==> config.mk <==
export PLATFORM = sky130hd
export DESIGN_NAME = cnt_chain
export DESIGN_NICKNAME = d
export VERILOG_FILES = /design/src/rtl/cnt_pkg.sv /design/src/rtl/cnt_op_decode.sv /design/src/rtl/cnt_stage.sv /design/src/rtl/cnt_chain.sv
export SDC_FILE = /design/constraint.sdc
export NUM_CORES = 1
export LEC_CHECK = 0
export BUFFER_PORTS_ARGS = -buffer_cell sky130_fd_sc_hd__buf_4
export CORE_AREA = 2 2 39 41
export DETAILED_ROUTE_END_ITERATION = 16
export DIE_AREA = 0 0 41 43
export SLEW_MARGIN = 5
export SYNTH_ARGS = -nofsm -noshare
export SYNTH_HDL_FRONTEND = slang
export SYNTH_SLANG_ARGS = --single-unit
==> constraint.sdc <==
create_clock -name clk -period 1.7 [get_ports clk]
set_clock_uncertainty 0.2 [all_clocks]
set_input_delay 0.34 -clock clk [delete_from_list [all_inputs] [get_ports clk]]
set_output_delay 0.34 -clock clk [all_outputs]
set_load 0.02 [all_outputs]
==> src/rtl/cnt_pkg.sv <==
package cnt_pkg;

    typedef enum logic [1:0] {
        OP_HOLD  = 2'd0,
        OP_COUNT = 2'd1,
        OP_LOAD  = 2'd2
    } cnt_op_e;

endpackage

==> src/rtl/cnt_op_decode.sv <==
module cnt_op_decode
    import cnt_pkg::*;
(
    input  logic    load_n,
    input  logic    en_par,
    input  logic    en_trk,
    output cnt_op_e op
);

    // Load has priority over counting; either enable low means hold.
    always_comb begin
        if (!load_n) begin
            op = OP_LOAD;
        end else if (en_par && en_trk) begin
            op = OP_COUNT;
        end else begin
            op = OP_HOLD;
        end
    end

endmodule

==> src/rtl/cnt_stage.sv <==
module cnt_stage
    import cnt_pkg::*;
#(
    parameter int W = 4
) (
    input  logic         clk,
    input  logic         rst_n,
    input  logic         load_n,
    input  logic         en_par,
    input  logic         en_trk,
    input  logic [W-1:0] din,
    output logic [W-1:0] q,
    output logic         tc
);

    localparam logic [W-1:0] FULL = {W{1'b1}};
    localparam logic [W-1:0] ONE  = {{(W-1){1'b0}}, 1'b1};

    typedef struct packed {
        logic [W-1:0] cnt;
    } stage_t;

    cnt_op_e op;
    stage_t  st_d;
    stage_t  st_q;

    cnt_op_decode u_dec (
        .load_n (load_n),
        .en_par (en_par),
        .en_trk (en_trk),
        .op     (op)
    );

    always_comb begin
        st_d = st_q;
        case (op)
            OP_LOAD:  st_d.cnt = din;
            OP_COUNT: st_d.cnt = st_q.cnt + ONE;
            default:  st_d = st_q;
        endcase
    end

    always_ff @(posedge clk or negedge rst_n) begin
        if (!rst_n) begin
            st_q <= '0;
        end else begin
            st_q <= st_d;
        end
    end

    assign q  = st_q.cnt;
    // Flag is combinational so the next stage sees it within the same cycle.
    assign tc = en_trk && (st_q.cnt == FULL);

    // preset lands whatever the enables are.
    a_r2_r3_load: assert property (@(posedge clk) disable iff (!rst_n)
        !load_n |=> q == $past(din));

    // increment only with both enables high.
    a_r4_count: assert property (@(posedge clk) disable iff (!rst_n)
        (load_n && en_par && en_trk) |=> q == $past(q) + ONE);

    // either enable low freezes the stage.
    a_r5_hold: assert property (@(posedge clk) disable iff (!rst_n)
        (load_n && !(en_par && en_trk)) |=> $stable(q));

    // all-ones wraps to zero.
    a_r6_wrap: assert property (@(posedge clk) disable iff (!rst_n)
        (load_n && en_par && en_trk && q == FULL) |=> q == '0);

endmodule

==> src/rtl/cnt_chain.sv <==
module cnt_chain #(
    parameter int STAGES = 2,
    parameter int W      = 4
) (
    input  logic                clk,
    input  logic                rst_n,
    input  logic                load_n,
    input  logic                en_par,
    input  logic                en_trk,
    input  logic [STAGES*W-1:0] din,
    output logic [STAGES*W-1:0] q,
    output logic [STAGES-1:0]   tc
);

    logic [STAGES-1:0] trk_in;

    for (genvar k = 0; k < STAGES; k++) begin : g_stage
        if (k == 0) begin : g_head
            assign trk_in[k] = en_trk;
        end else begin : g_link
            assign trk_in[k] = tc[k-1];

            // an upper stage never moves unless the one below it carries.
            a_r8_upper_hold: assert property (@(posedge clk) disable iff (!rst_n)
                (load_n && !tc[k-1]) |=> $stable(q[W*k +: W]));

            // a stage can only flag terminal count if the stage below does.
            a_r8_tc_nested: assert property (@(posedge clk) disable iff (!rst_n)
                tc[k] |-> tc[k-1]);
        end

        cnt_stage #(.W(W)) u_stage (
            .clk    (clk),
            .rst_n  (rst_n),
            .load_n (load_n),
            .en_par (en_par),
            .en_trk (trk_in[k]),
            .din    (din[W*k +: W]),
            .q      (q[W*k +: W]),
            .tc     (tc[k])
        );
    end

endmodule

==> flow_metrics.env <==
export IMPL_status="complete, but fails checks"
export IMPL_drc_errors=0
export IMPL_area_sequential_um2=200.2
export IMPL_post_synth_num_cell_types=16
export IMPL_slew_headroom_pct=82.30
export IMPL_drive_gt1_share_pct=43.21
export IMPL_syn_area_per_cell_um2=8.829
export IMPL_wirelength_um=1224
export IMPL_cts_root_buf="clkbuf_4"
export IMPL_hold_viol_final=0
export IMPL_final_setup_viol_count=1
export IMPL_synth_edff_count=0
export IMPL_grt_use_total_pct=17.00
export IMPL_leakage_nw=0.3316
export IMPL_clock_fmax_mhz=586.8
export IMPL_multi_input_area_um2=267.8
export IMPL_largest_reg_flops=8
export IMPL_synth_nets=68
export IMPL_viasPerCell=5.320
export IMPL_path_max_fanout=2
export IMPL_grt_setup_unrepaired="true"
export IMPL_die_area_um2=1763
export IMPL_overflow=0
export IMPL_core_area_um2=1384
export IMPL_diodes=0
export IMPL_drt_iter0_markers=8
export IMPL_dr_pass1_iters=4
export IMPL_fin_util_pct=53.07
export IMPL_slew_violations=0
export IMPL_post_drt_wl_per_cell_um=12.62
export IMPL_synth_async_reset_ratio_pct=100.0
export IMPL_die_x_um=41
export IMPL_cp_arrival_ns=1.16
export IMPL_filler_cell_count=148
export IMPL_min_period_over_period_pct=100.2
export IMPL_synth_seq_area_share_pct=42.78
export IMPL_cts_tree="yes"
export IMPL_dpl_cell_count=87
export IMPL_final_cell_count_no_fill=97
export IMPL_antenna_found_initial=0
export IMPL_end_kind="output port"
export IMPL_initial_core_util_pct=33.82
export IMPL_htree_levels=1
export IMPL_ioPinCount=23
export IMPL_clk_pin_slew_ns=0.05
export IMPL_start_kind="register"
export IMPL_worstHoldStart="din[2]"
export IMPL_syn_to_final_growth_pct=56.95
export IMPL_place_ws_ns=0.1069
export IMPL_grt_pass1_wl_um=2049
export IMPL_rows=14
export IMPL_violations="negative setup slack"
export IMPL_clock_sinks=8
export IMPL_crit_reg2reg_launch="g_stage[0].u_stage.q[1]"
export IMPL_route_vias_total=516
export IMPL_synth_area_um2=467.9
export IMPL_insertion_delay_ns=0.25
export IMPL_cap_violations=0
export IMPL_grt_pass1_vias=498
export IMPL_portBuffers=22
export IMPL_die_h_um=43
export IMPL_drtAntennaViolNets=0
export IMPL_synth_seq_cells=8
export IMPL_ys_flop_type="dfrtp_1"
export IMPL_powerDensity_nw_per_um2=785.6
export IMPL_post_route_min_period_ns=1.704
export IMPL_ir_drop_mv=0.3712
export IMPL_cp_startpoint="g_stage[1].u_stage.q[0]"
export IMPL_nNetsFinal=98
export IMPL_setup_slack_ns=-0.004105
export IMPL_clockBufferDepth=2
export IMPL_hold_path_class="in2reg"
export IMPL_critPathRequiredTime_ns=1.16
export IMPL_gp_congestion=0.6411
export IMPL_grt_max_degree=17
export IMPL_cts_made_buffers=3
export IMPL_worstSetupPathType="reg2out"
export IMPL_max_slew_worst_pin_slew_ns=0.2655
export IMPL_setup_tns_final_ns=-0.004105
export IMPL_synthCells=53
export IMPL_hpwl_um=849.5
export IMPL_yosysWarnings=0
## timing repair
action / CTS / global route
gates cloned: 1 / 0
pin swaps: 2 / 0
resized for setup: 2 / 3
hold endpoints to repair: 8 / 0
hold buffers: 1 / 0
setup endpoints to repair: 2 / 2
setup buffers: 5 / 0
## cells in the final DEF (no fill, tap or decap), drive strengths merged
| master | n |
|---|---|
| a21oi | 3 |
| ha | 2 |
| inv | 2 |
| o21ai | 5 |
| nor2 | 9 |
| buf | 27 |
| a31oi | 5 |
| nand3 | 4 |
| clkbuf | 3 |
| mux2i | 1 |
| dlygate4sd3 | 1 |
| nand4 | 3 |
| nand2 | 2 |
| or3 | 4 |
| xor2 | 2 |
| dfrtp | 8 |
## layout make-up
cell class | instances | area share, %
Sequential cell | 8 | 27.26
Multi-Input combinational cell | 40 | 36.46
Tap cell | 16 | 2.726
Timing Repair Buffer | 28 | 29.47
Clock buffer | 3 | 3.066
Inverter | 2 | 1.022
## synthesized netlist by cell type (2+ instances only)
library cell | count | area (um2)
nand3_1 | 4 | 20.02
inv_1 | 2 | 7.510
ha_1 | 2 | 25.02
o21ai_0 | 5 | 25.02
a21oi_1 | 3 | 15.01
dfrtp_1 | 8 | 200.2
clkbuf_1 | 2 | 7.510
nor2_1 | 9 | 33.78
or3_1 | 4 | 25.02
nand2_1 | 2 | 7.510
buf_4 | 2 | 15.01
a31oi_1 | 5 | 31.28
xor2_1 | 2 | 17.52
## layer usage
metal	wire length [um]	vias to the layer above	global-route usage (%)
li1	-	248	-
met1	549	245	22.11
met2	565	20	25.94
met3	85	3	3.141
met4	24	0	8.000
met5	0	-	0
## kinds of logic (layout without fill, tap and decap cells)
family                   Yosys count  after routing  synth area share (%)
AND/OR/NAND/NOR                   21             22                 24.33
XOR/XNOR                           2              2                 3.744
adder cells (fa/ha/maj)            2              2                 5.347
AO/OA/AOI/OAI                     13             13                 15.24
flip-flops                         8              8                 42.78
multiplexers                       1              1                 2.139
buffers and inverters              6             33                 6.417
## metrics by stage
stage / power [mW] / hold WS (ns) / area [um2]
floorplan: 0.3216 / -0.1556 / 467.9
global placement: 0.3958 / -0.03542 / 630.6
CTS: 0.5845 / 0.1279 / 725.7
global route: 0.6223 / 0.1427 / 734.5
detailed placement: 0.3981 / -0.03315 / 630.6
finish: 0.5770 / 0.1349 / 734.5
## worst paths after layout
| kind | slack (ns) | end | cells after the start |
|---|---|---|---|
| max | -0.004 | tc[1] | 4 |
| max reg2reg | 0.21 | g_stage[1].u_stage.q[3] | 4 |
| max in group asynchronous | 0.93 | g_stage[0].u_stage.q[1] | 2 |
| min reg2reg | 0.42 | g_stage[1].u_stage.q[2] | 2 |
| min in group asynchronous | 0.24 | g_stage[0].u_stage.q[3] | 2 |
| min | 0.13 | g_stage[0].u_stage.q[2] | 3 |
## critical path, stage by stage, from the launching register on
cell,delay (ns)
dfrtp_1,0.36
ha_2,0.19
nand3_1,0.09
nor2_2,0.14
buf_6,0.13
## report_power, final
part | internal, mW | switching, mW | total (mW)
Combinational | 0.0987 | 0.0971 | 0.196
Clock | 0.0807 | 0.0632 | 0.144
Sequential | 0.211 | 0.0261 | 0.237
Note: power is estimated with default switching activity, not from simulation.
